<file path="config.mk">
export PLATFORM = sky130hd
export DESIGN_NAME = rtc_nibble_clock
export DESIGN_NICKNAME = d
export VERILOG_FILES = /design/src/rtl/rtc_pkg.sv /design/src/rtl/rtc_prescaler.sv /design/src/rtl/rtc_calendar.sv /design/src/rtl/rtc_nibble_clock.sv
export SDC_FILE = /design/constraint.sdc
export NUM_CORES = 1
export LEC_CHECK = 0
export ABC_AREA = 1
export BUFFER_PORTS_ARGS = -buffer_cell sky130_fd_sc_hd__buf_2
export CELL_PAD_IN_SITES_DETAIL_PLACEMENT = 0
export CELL_PAD_IN_SITES_GLOBAL_PLACEMENT = 2
export CORE_ASPECT_RATIO = 1.75
export CORE_MARGIN = 2
export CORE_UTILIZATION = 36
export CTS_BUF_LIST = sky130_fd_sc_hd__clkbuf_8
export DETAILED_ROUTE_END_ITERATION = 12
export PLACE_DENSITY = 0.76
export SYNTH_ARGS = -nofsm -noshare
export SYNTH_HDL_FRONTEND = slang
export SYNTH_HIERARCHICAL = 1
export SYNTH_SLANG_ARGS = --single-unit
</file>
<file path="constraint.sdc">
create_clock -name clk -period 3.8 [get_ports clk]
set_clock_uncertainty 0.15 [all_clocks]
set_input_delay 0 -clock clk [delete_from_list [all_inputs] [get_ports clk]]
set_output_delay 0 -clock clk [all_outputs]
set_load 0.03 [all_outputs]
</file>
<file path="src/rtl/rtc_pkg.sv">
package rtc_pkg;
  localparam int NDIG   = 13;
  localparam int NALARM = 10;
  localparam int NRAM   = 13;
  localparam int DW     = 4;

  typedef enum logic [1:0] {
    BANK_TIME = 2'b00,
    BANK_CFG  = 2'b01,
    BANK_RAMA = 2'b10,
    BANK_RAMB = 2'b11
  } bank_e;

  localparam int D_S1 = 0, D_S10 = 1, D_M1 = 2, D_M10 = 3, D_H1 = 4, D_H10 = 5,
                 D_DOW = 6, D_D1 = 7, D_D10 = 8, D_MO1 = 9, D_MO10 = 10,
                 D_Y1 = 11, D_Y10 = 12;

  localparam logic [3:0] A_MODE = 4'hD;
  localparam logic [3:0] A_TEST = 4'hE;
  localparam logic [3:0] A_CTRL = 4'hF;
  localparam logic [3:0] A_H24  = 4'hA;
  localparam logic [3:0] A_LEAP = 4'hB;
endpackage

</file>
<file path="src/rtl/rtc_prescaler.sv">
module rtc_prescaler #(
  parameter int DIV = 16
) (
  input  logic clk,
  input  logic rst_n,
  input  logic tick_i,
  input  logic clr_i,
  output logic sec_o,
  output logic sub_o
);
  localparam int CW = (DIV > 2) ? $clog2(DIV) : 1;
  localparam logic [CW-1:0] LAST = CW'(DIV - 1);

  logic [CW-1:0] cnt_q;

  always_ff @(posedge clk) begin
    if (!rst_n) begin
      cnt_q <= '0;
      sec_o <= 1'b0;
      sub_o <= 1'b0;
    end else begin
      sub_o <= tick_i;
      sec_o <= 1'b0;
      if (clr_i) begin
        cnt_q <= '0;
      end else if (tick_i) begin
        if (cnt_q == LAST) begin
          cnt_q <= '0;
          sec_o <= 1'b1;
        end else begin
          cnt_q <= cnt_q + 1'b1;
        end
      end
    end
  end


  sec_from_tick_chk: assert property (@(posedge clk) disable iff (!rst_n)
    sec_o |-> $past(tick_i) && !$past(clr_i));


  cnt_range_chk: assert property (@(posedge clk) disable iff (!rst_n)
    cnt_q <= LAST);
endmodule

</file>
<file path="src/rtl/rtc_calendar.sv">
module rtc_calendar
  import rtc_pkg::*;
(
  input  logic                clk,
  input  logic                rst_n,
  input  logic                step_i,
  input  logic                wr_i,
  input  logic [3:0]          wr_idx_i,
  input  logic [DW-1:0]       wr_data_i,
  input  logic                h24_wr_i,
  input  logic                leap_wr_i,
  output logic [NDIG*DW-1:0]  digits_o,
  output logic                h24_o,
  output logic [1:0]          leap_o
);
  logic [DW-1:0] d_q [NDIG];
  logic [DW-1:0] d_n [NDIG];
  logic [1:0]    leap_n;
  logic          c_min, c_hr, c_day, c_mon, c_yr;
  logic          tens, pm;

  function automatic logic [6:0] bcd2bin(input logic [3:0] t, input logic [3:0] o);
    return ({3'b000, t} * 7'd10) + {3'b000, o};
  endfunction

  function automatic logic [6:0] month_len(input logic [6:0] mon, input logic [1:0] lp);
    case (mon)
      7'd2:                        return (lp == 2'd0) ? 7'd29 : 7'd28;
      7'd4, 7'd6, 7'd9, 7'd11:     return 7'd30;
      default:                     return 7'd31;
    endcase
  endfunction

  always_comb begin
    d_n    = d_q;
    leap_n = leap_o;
    c_min = 1'b0; c_hr = 1'b0; c_day = 1'b0; c_mon = 1'b0; c_yr = 1'b0;
    tens = d_q[D_H10][0];
    pm   = d_q[D_H10][1];
    if (step_i) begin
      if (d_q[D_S1] >= 4'd9) begin
        d_n[D_S1] = 4'd0;
        if (d_q[D_S10] >= 4'd5) begin d_n[D_S10] = 4'd0; c_min = 1'b1; end
        else d_n[D_S10] = d_q[D_S10] + 4'd1;
      end else d_n[D_S1] = d_q[D_S1] + 4'd1;

      if (c_min) begin
        if (d_q[D_M1] >= 4'd9) begin
          d_n[D_M1] = 4'd0;
          if (d_q[D_M10] >= 4'd5) begin d_n[D_M10] = 4'd0; c_hr = 1'b1; end
          else d_n[D_M10] = d_q[D_M10] + 4'd1;
        end else d_n[D_M1] = d_q[D_M1] + 4'd1;
      end

      if (c_hr) begin
        if (h24_o) begin
          if (bcd2bin(d_q[D_H10], d_q[D_H1]) >= 7'd23) begin
            d_n[D_H10] = 4'd0; d_n[D_H1] = 4'd0; c_day = 1'b1;
          end else if (d_q[D_H1] >= 4'd9) begin
            d_n[D_H1] = 4'd0; d_n[D_H10] = d_q[D_H10] + 4'd1;
          end else d_n[D_H1] = d_q[D_H1] + 4'd1;
        end else begin
          if (tens && d_q[D_H1] == 4'd1) begin
            d_n[D_H1] = 4'd2; d_n[D_H10] = {2'b00, ~pm, 1'b1}; c_day = pm;
          end else if (tens && d_q[D_H1] >= 4'd2) begin
            d_n[D_H1] = 4'd1; d_n[D_H10] = {2'b00, pm, 1'b0};
          end else if (d_q[D_H1] >= 4'd9) begin
            d_n[D_H1] = 4'd0; d_n[D_H10] = {2'b00, pm, 1'b1};
          end else d_n[D_H1] = d_q[D_H1] + 4'd1;
        end
      end

      if (c_day) begin
        d_n[D_DOW] = (d_q[D_DOW] >= 4'd6) ? 4'd0 : d_q[D_DOW] + 4'd1;
        if (bcd2bin(d_q[D_D10], d_q[D_D1]) >=
            month_len(bcd2bin(d_q[D_MO10], d_q[D_MO1]), leap_o)) begin
          d_n[D_D1] = 4'd1; d_n[D_D10] = 4'd0; c_mon = 1'b1;
        end else if (d_q[D_D1] >= 4'd9) begin
          d_n[D_D1] = 4'd0; d_n[D_D10] = d_q[D_D10] + 4'd1;
        end else d_n[D_D1] = d_q[D_D1] + 4'd1;
      end

      if (c_mon) begin
        if (bcd2bin(d_q[D_MO10], d_q[D_MO1]) >= 7'd12) begin
          d_n[D_MO1] = 4'd1; d_n[D_MO10] = 4'd0; c_yr = 1'b1;
        end else if (d_q[D_MO1] >= 4'd9) begin
          d_n[D_MO1] = 4'd0; d_n[D_MO10] = 4'd1;
        end else d_n[D_MO1] = d_q[D_MO1] + 4'd1;
      end

      if (c_yr) begin
        leap_n = leap_o + 2'd1;
        if (d_q[D_Y1] >= 4'd9) begin
          d_n[D_Y1] = 4'd0;
          d_n[D_Y10] = (d_q[D_Y10] >= 4'd9) ? 4'd0 : d_q[D_Y10] + 4'd1;
        end else d_n[D_Y1] = d_q[D_Y1] + 4'd1;
      end
    end
    if (wr_i && (wr_idx_i < 4'(NDIG))) d_n[wr_idx_i] = wr_data_i;
    if (leap_wr_i) leap_n = wr_data_i[1:0];
  end

  always_ff @(posedge clk) begin
    if (!rst_n) begin
      for (int i = 0; i < NDIG; i++) d_q[i] <= 4'd0;
      d_q[D_D1]  <= 4'd1;
      d_q[D_MO1] <= 4'd1;
      leap_o     <= 2'd0;
      h24_o      <= 1'b1;
    end else begin
      for (int i = 0; i < NDIG; i++) d_q[i] <= d_n[i];
      leap_o <= leap_n;
      if (h24_wr_i) h24_o <= wr_data_i[0];
    end
  end

  for (genvar g = 0; g < NDIG; g++) begin : g_flat
    assign digits_o[g*DW +: DW] = d_q[g];
  end


  sec_units_chk: assert property (@(posedge clk) disable iff (!rst_n)
    (step_i && !wr_i) |=> d_q[D_S1] <= 4'd9);


  leap_hold_chk: assert property (@(posedge clk) disable iff (!rst_n)
    (!step_i && !leap_wr_i) |=> $stable(leap_o));
endmodule

</file>
<file path="src/rtl/rtc_nibble_clock.sv">
module rtc_nibble_clock
  import rtc_pkg::*;
#(
  parameter int DIV = 16
) (
  input  logic       clk,
  input  logic       rst_n,
  input  logic       base_tick_i,
  input  logic       bus_cs_i,
  input  logic       bus_we_i,
  input  logic [3:0] bus_addr_i,
  input  logic [3:0] bus_wdata_i,
  output logic [3:0] bus_rdata_o,
  output logic       pulse_1hz_o,
  output logic       pulse_16hz_o
);
  logic [3:0]          mode_q, test_q;
  logic [1:0]          pen_q;
  logic [DW-1:0]       alarm_q [NALARM];
  logic [DW-1:0]       ram_a_q [NRAM];
  logic [DW-1:0]       ram_b_q [NRAM];
  logic                pend_q;
  logic                wr, in_win, time_wr, cfg_sel, ctrl_wr, alarm_clr;
  logic                sec, sub, step;
  logic [NDIG*DW-1:0]  dig_flat;
  logic                h24;
  logic [1:0]          leap;
  bank_e               bank;

  assign bank      = bank_e'(mode_q[1:0]);
  assign wr        = bus_cs_i && bus_we_i;
  assign in_win    = bus_addr_i < 4'(NDIG);
  assign time_wr   = wr && in_win && (bank == BANK_TIME);
  assign cfg_sel   = wr && (bank == BANK_CFG);
  assign ctrl_wr   = wr && (bus_addr_i == A_CTRL);
  assign alarm_clr = ctrl_wr && bus_wdata_i[0];
  assign step      = (sec || pend_q) && mode_q[3] && !time_wr;

  rtc_prescaler #(.DIV(DIV)) u_presc (
    .clk(clk), .rst_n(rst_n), .tick_i(base_tick_i),
    .clr_i(ctrl_wr && bus_wdata_i[1]), .sec_o(sec), .sub_o(sub)
  );

  rtc_calendar u_cal (
    .clk(clk), .rst_n(rst_n), .step_i(step),
    .wr_i(time_wr), .wr_idx_i(bus_addr_i), .wr_data_i(bus_wdata_i),
    .h24_wr_i(cfg_sel && bus_addr_i == A_H24),
    .leap_wr_i(cfg_sel && bus_addr_i == A_LEAP),
    .digits_o(dig_flat), .h24_o(h24), .leap_o(leap)
  );

  always_ff @(posedge clk) begin
    if (!rst_n) begin
      mode_q <= 4'h8;
      test_q <= 4'h0;
      pen_q  <= 2'b00;
      pend_q <= 1'b0;
      for (int i = 0; i < NALARM; i++) alarm_q[i] <= '0;
      for (int i = 0; i < NRAM; i++) begin
        ram_a_q[i] <= '0;
        ram_b_q[i] <= '0;
      end
    end else begin
      pend_q <= step ? (sec && pend_q) : (sec || pend_q);
      if (wr && bus_addr_i == A_MODE) mode_q <= bus_wdata_i;
      if (wr && bus_addr_i == A_TEST) test_q <= bus_wdata_i;
      if (ctrl_wr) pen_q <= bus_wdata_i[3:2];
      if (alarm_clr) begin
        for (int i = 0; i < NALARM; i++) alarm_q[i] <= '0;
      end else if (cfg_sel && bus_addr_i < 4'(NALARM)) begin
        alarm_q[bus_addr_i] <= bus_wdata_i;
      end
      if (wr && in_win && bank == BANK_RAMA) ram_a_q[bus_addr_i] <= bus_wdata_i;
      if (wr && in_win && bank == BANK_RAMB) ram_b_q[bus_addr_i] <= bus_wdata_i;
    end
  end

  always_comb begin
    bus_rdata_o = 4'h0;
    case (bus_addr_i)
      A_MODE: bus_rdata_o = mode_q;
      A_TEST: bus_rdata_o = test_q;
      A_CTRL: bus_rdata_o = {pen_q, 2'b00};
      default: begin
        case (bank)
          BANK_TIME: bus_rdata_o = dig_flat[{bus_addr_i, 2'b00} +: DW];
          BANK_CFG: begin
            if (bus_addr_i < 4'(NALARM))    bus_rdata_o = alarm_q[bus_addr_i];
            else if (bus_addr_i == A_H24)   bus_rdata_o = {3'b000, h24};
            else if (bus_addr_i == A_LEAP)  bus_rdata_o = {2'b00, leap};
          end
          BANK_RAMA: bus_rdata_o = ram_a_q[bus_addr_i];
          BANK_RAMB: bus_rdata_o = ram_b_q[bus_addr_i];
          default:   bus_rdata_o = 4'h0;
        endcase
      end
    endcase
  end

  assign pulse_1hz_o  = sec && pen_q[1];
  assign pulse_16hz_o = sub && pen_q[0];


  frozen_chk: assert property (@(posedge clk) disable iff (!rst_n)
    (!mode_q[3] && !time_wr) |=> $stable(dig_flat));


  pend_drain_chk: assert property (@(posedge clk) disable iff (!rst_n)
    (pend_q && mode_q[3] && !time_wr && !sec) |=> !pend_q);


  alarm_clear_chk: assert property (@(posedge clk) disable iff (!rst_n)
    alarm_clr |=> (alarm_q[0] == '0 && alarm_q[4] == '0 && alarm_q[NALARM-1] == '0));


  defer_chk: assert property (@(posedge clk) disable iff (!rst_n)
    (sec && time_wr) |=> pend_q);
endmodule

</file>
==> out/results.ini, run 1 <==
[logic_synthesis]
yosys_warnings=6
synthCells=1847
ys_seq_area_share_pct=47.0
synth.largest_area_cell=edfxtp_1
synth_async_sr_flop_share_pct=0
synth.avg_cell_area_sq_um=7.74
ys_ff_latch=248
synth-edff-count=176
ys.flop_type=edfxtp_1
synth_top_area_share_pct=37.0
synth_area_leaders=edfxtp_1, nand2_1, dfxtp_1
netlist_area_sq_um=14300
synth_cell_types=50

[sta]
worst_slew_pin_slew_ns=0.998
setup_viol_count_final=0
hold_violations=0
period_minus_slack_ns=3.73
fmax_mhz=268
drv_slew=0
timing.final.crit_share_pct=98.2
rsz0062_at_grt=yes
layout_setup_ws_ns=0.0673
slew_headroom_pct=33.4

[detailed_routing]
drt_pass1_iterations=5
via_count=12300
routed_wl_microns=45600
drt.antenna.violating_nets=0
viasPerCell=5.04
first_iter_violations=613
avgRoutedWirePerCell_microns=18.6
route.detailed.drc=0

[global_route]
grt.overflow.total=0
grt_pass1_vias=12700
grt_usage_pct=22.4
antenna_found_initial=1
grt_max_degree=78
grt_pass1_wl_microns=70500

[pwr]
leakagePower_uw=0.00739
irDropWorstVdd_mv=0.187
power_density_nw_per_um2=360

[final_layout]
final_cell_mix=nand2_1, nor2_1, edfxtp_1
finalNonFillerCells=2443
drive_gt1_share_pct=10.2
ff_latch_area_sq_um=6730
fill_cells=4126
final_nets=1996
syn_to_final_growth_pct=13.6
multi_input_area_sq_um=6930
layout_commonest_cell=nand2_1

[floorplanning]
die_area_sq_um=41400
die_h_microns=268
initial_utilization_pct=36.5
fp.dieW_microns=155
fp-row-count=96
coreArea_sq_um=39200
io_pins=19

[setup_path]
path_delay_family=simple AND/OR/NAND/NOR gates
critPathKind=reg2reg
max_stage_delay_ns=0.47
crit_top_cell=nand2_1
reg2reg_slack_ns=0.07
worst_path_max_delay_cell=fa_1
cp_max_fo=5
crit_path_start_kind=flop
cp-end-kind=flop
worstPathArrival_ns=4.04
worst_ep_required_time_ns=4.11
crit_buf_inv=4

[placement]
dp.cells=2350
io_buffers=18
dpl.hpwl_microns=31800
place.gp.congestion=0.870
pre_cts_slack_ns=-0.0643

[clock_tree]
htree_levels=2
cts-root-buf=clkbuf_8
clockBufferDepth=3
clock-sinks=248
clk_latency_ns=0.56
cts_tree=done
cts_made_buffers=40
clk_pin_slew_ns=0.06

[run]
max-cap-violations=0

[hold_path]
hp-class=in2reg

[status]
outcome=complete, no violations

-- synthesized netlist by cell type (5+ instances only) --
library cell and count:
nand2_1 649, nor2_1 232, edfxtp_1 176, inv_1 156, nand3_1 106, a21oi_1 101
dfxtp_1 72, ha_1 56, o21ai_0 49, clkbuf_1 37, a22oi_1 24, buf_2 23
nand4_1 16, o21ai_1 11, xor2_1 11, inv_2 10, o211ai_1 9, a31oi_1 8
buf_1 8, nor3_1 8, xnor2_1 8, nand2_2 7, nor2_4 7, fa_1 6
a221oi_1 5, buf_4 5, nand3b_1 5, nor2_2 5
-- per-layer routing --
layer | track usage, % | routed length, microns
met1 | 22.1 | 16300
met2 | 46.8 | 26700
met3 | 2.43 | 1240
met4 | 7.63 | 1340
met5 | 0 | 0
-- worst min-delay path, cell delays in order --
cell     delay, ns
buf_2         0.10
nand2_1       0.15
nor2_1        0.07
inv_1         0.14
nor3_1        0.14
o21ai_0       0.16
-- path summary, 6_finish.rpt --
kind | startpoint | endpoint | depth (start not counted)
worst max register to register | u_cal/digits_o[41] | u_cal/digits_o[49] | 28
worst max-delay path | u_cal/digits_o[41] | u_cal/digits_o[49] | 28
worst min register to register | test_q[3] | test_q[3] | 2
worst min-delay path | bus_cs_i | u_cal/h24_o | 6
-- what timing repair did --
action,in CTS,in global routing
cloned,1,0
setup buffers,4,0
pin swaps,15,25
hold endpoints to repair,115,0
hold buffers,14,0
gates resized for setup,16,28
endpoints found under the setup margin,20,26
-- cell type report --
class	instances	area share, %
multi-input cells	1391	42.7
flip-flops and latches	248	41.4
inverters	166	3.83
clock buffers	45	3.81
well taps	490	3.77
repair buffers	74	3.53
clock inverters	28	0.963
diodes	1	0.0154
-- state kept, by name, indices dropped and copies added, names as in the netlist --
name / flops
ram_b_q: 64
u_cal/leap_o: 2
ram_a_q: 64
u_presc/sec_o: 1
mode_q: 4
u_cal/h24_o: 1
u_cal/digits_o: 52
pend_q: 1
pen_q: 2
alarm_q: 48
u_presc/cnt_q: 4
test_q: 4
u_presc/sub_o: 1
-- metrics by stage --
step / hold slack [ns] / cell area [sq um] / total power, uW / util, % / setup TNS [ns]
2_1_floorplan: -0.0565 / 14400 / 3390 / - / 0
3_3_place_gp: 0.137 / 15100 / 3590 / 38.5 / -0.446
4_1_cts: 0.0151 / 16100 / 5920 / 41.2 / -0.00412
3_5_place_dp: 0.147 / 15100 / 3600 / 38.5 / -0.457
6_report: 0.0861 / 16200 / 5850 / 41.5 / 0
5_1_grt: 0.135 / 16200 / 6070 / 41.5 / -3.15
-- report_power, final --
group	internal, uW	switching, uW	total (uW)
Clock	1170	1130	2300
Combinational	132	398	530
Sequential	2980	35.5	3020
-- cells by family (layout without fill, tap and decap cells) --
logic type	count (synthesis)	in the layout	share of synthesized area, %
compound gates	231	231	9.35
simple gates	1046	1047	30.0
xor+xnor	19	19	1.16
buf+inv	240	313	6.68
flops	248	248	47.0
other cells	1	33	0.0262
fa+ha+maj	62	62	5.74
Power figures use the tool's default switching activity.
==> inputs of run 2 (changes only) <==
PLACE_DENSITY = 0.91   (was 0.76)
==> run 2 against run 1 <==
  * Non-clock buffer count stayed put
  * Flip-flop and latch count stayed put
  * Worst hold slack worse by 0.022 ns
  * Via count is 0.89% higher
  * Sequential share of layout area is 0.12 points higher
  * Critical path depth is 3 lower
  * Design area is 0.28% lower
  * Power is 0.90% lower
  * Clock-buffer cell count is 3 lower
  * Die area stayed put
  * Combinational power is 2% lower
  * Final cell count is 0.12% lower
  * Critical path type unchanged
  * Highest routed layer unchanged
==> out/results.ini, run 2 (synthesized netlist as in run 1, its figures left out) <==
[final_layout]
final_cell_mix=nand2_1, nor2_1, edfxtp_1
drive_gt1_share_pct=9.95  ; -0.29 points
finalNonFillerCells=2440  ; -0.12%
layout_commonest_cell=nand2_1
final_nets=1994  ; -0.10%
syn_to_final_growth_pct=13.3
fill_cells=4056  ; -1.7%

[detailed_routing]
routed_wl_microns=42800  ; -6.0%
drt.antenna.violating_nets=0  ; unchanged
topRoutingLayerUsed=met4
avgRoutedWirePerCell_microns=17.5  ; -5.9%
first_iter_violations=683  ; +11%
dr_wl_met3_microns=1520  ; +23%
wl_met2_microns=24300  ; -9.0%
wl_met1_microns=14900  ; -8.1%
route.detailed.drc=0  ; unchanged
drt_pass1_iterations=7  ; +2
viasPerCell=5.09  ; +1.0%
via_count=12400  ; +0.89%

[floorplanning]
coreArea_sq_um=39200  ; unchanged
die_area_sq_um=41400  ; unchanged
fp.dieW_microns=155  ; unchanged
io_pins=19  ; unchanged
die_h_microns=268  ; unchanged
fp-row-count=96  ; unchanged
initial_utilization_pct=36.5  ; unchanged

[sta]
drv_slew=0  ; unchanged
fmax_mhz=267  ; -0.23%
rsz0062_at_grt=yes
slew_headroom_pct=39.4  ; +6.0 points
hold_slack_ns=0.0638  ; -0.0223 ns
timing.final.crit_share_pct=98.5  ; +0.22 points
hold_violations=0  ; unchanged
period_minus_slack_ns=3.74  ; +0.00853 ns
setup_viol_count_final=0  ; unchanged
worst_slew_pin_slew_ns=0.908  ; -0.0906 ns

[setup_path]
worstPathArrival_ns=4.05  ; about the same
max_stage_delay_ns=0.48  ; about the same
critPathKind=reg2reg
crit_top_cell=nor2_2
cp_max_fo=6  ; +1
cp-end-kind=flop
crit_buf_inv=6  ; +2
worst_path_max_delay_cell=fa_1
path_delay_family=simple AND/OR/NAND/NOR gates
crit_path_start_kind=flop
worst_ep_required_time_ns=4.11  ; about the same

[global_route]
grt_max_degree=78  ; unchanged
grt.overflow.total=0  ; unchanged
grt_usage_pct=20.9  ; -1.4 points
antenna_found_initial=1  ; unchanged
grt_pass1_vias=12600  ; -0.89%
grt_pass1_wl_microns=67000  ; -4.9%

[pwr]
irDropWorstVdd_mv=0.214  ; +14%
power_switching_uw=1520  ; -2.9%
internal-power_uw=4270  ; -0.17%
power_density_nw_per_um2=358  ; -0.63%
leakagePower_uw=0.00741  ; +0.27%
power.share.combinational_pct=8.9  ; -0.2 points
p_seq_share_pct=52.1  ; +0.5 points
netSwitchingFraction_pct=26.3  ; -0.54 points
p_total_uw=5790  ; -0.90%
clockPowerShare_pct=39.0  ; -0.3 points

[clock_tree]
clockBufferDepth=3  ; unchanged
clock-sinks=248  ; unchanged
cts-root-buf=clkbuf_8
htree_levels=2  ; unchanged
clk_pin_slew_ns=0.07  ; about the same
cts_made_buffers=38  ; -5.0%
clk_latency_ns=0.57  ; about the same
cts_tree=done

[placement]
dp.cells=2350  ; unchanged
place.gp.congestion=0.855  ; -1.8%
io_buffers=18  ; unchanged
dpl.hpwl_microns=29800  ; -6.2%

[run]
max-cap-violations=0  ; unchanged

[status]
outcome=complete, no violations

[hold_path]
hp-class=in2reg

[run 2: cell types whose count changed in the layout (fill, tap and decap cells not counted), sizes merged]
cell / change
bufinv: +1
clkinvlp: -1
clkbuf: -3
inv: +8
clkinv: -8
[run 2: final timing paths]
path                              to               start  cells after the start  slack (ns)
hold / removal           u_cal/h24_o            bus_cs_i                      6        0.06
setup / recovery  u_cal/digits_o[48]  u_cal/digits_o[41]                     25        0.06
setup reg to reg  u_cal/digits_o[48]  u_cal/digits_o[41]                     25        0.06
hold reg to reg            test_q[3]           test_q[3]                      2        0.33
[run 2: cell type report]
cell class                 count  area, sq um  area share [%]
multi-input combinational   1391         6930            42.7
sequential                   248         6730            41.5
inverter                     166          623            3.85
tap                          490          613            3.78
clock buffer                  42          578            3.57
timing repair buffer          74          557            3.44
clock inverter                28          174            1.07
antenna                        1         2.50          0.0154
[run 2: stage by stage]
stage / area, sq um / TNS, ns / worst slack (ns) / util [%]
after floorplan: 14400 / 0 / 0.0191 / -
after global placement: 15100 / -0.328 / -0.0653 / 38.5
after detailed placement: 15100 / -0.662 / -0.0770 / 38.5
after CTS: 16100 / -0.192 / -0.0293 / 41.0
after global routing: 16200 / -3.08 / -0.178 / 41.4
final: 16200 / 0 / 0.0587 / 41.4
[run 2: repair_timing]
action	4_1_cts	5_1_grt
gates cloned	1	0
gates resized for setup	19	28
endpoints found under the setup margin	24	26
endpoints found under the hold margin	95	0
pin swaps	20	28
hold buffers	14	0
buffers inserted	1	3
[run 2: per-layer routing]
| metal | global-route usage [%] | vias up |
|---|---|---|
| li1 | - | 6163 |
| met1 | 20.2 | 5874 |
| met2 | 42.6 | 289 |
| met3 | 2.30 | 105 |
| met4 | 10.9 | 0 |
| met5 | 0 | - |
[run 2: worst register-to-register path, stage by stage, from the launching register on]
cell     delay, ns
dfxtp_2       0.34
ha_4          0.27
ha_4          0.12
inv_2         0.03
fa_1          0.48
nor2_2        0.17
nand3_2       0.08
buf_4         0.14
nand3_2       0.06
nand2_2       0.07
nand2_2       0.07
nor2_2        0.03
buf_4         0.12
buf_4         0.12
ha_1          0.28
a21oi_2       0.19
nor2_2        0.05
nand2_1       0.07
nor2_2        0.05
nor2_4        0.22
nor2_8        0.11
buf_6         0.13
nand4_1       0.07
nand3_1       0.10
nand2_1       0.08
inv_1         0.04
[run 2: power groups by stage]
stage / combinational [uW] / sequential, uW / clock [uW]
floorplan: 325 / 3060 / 0
global placement: 503 / 3070 / 0
detailed placement: 505 / 3080 / 0
CTS: 518 / 3020 / 2300
global route: 575 / 3020 / 2400
finish: 518 / 3020 / 2260
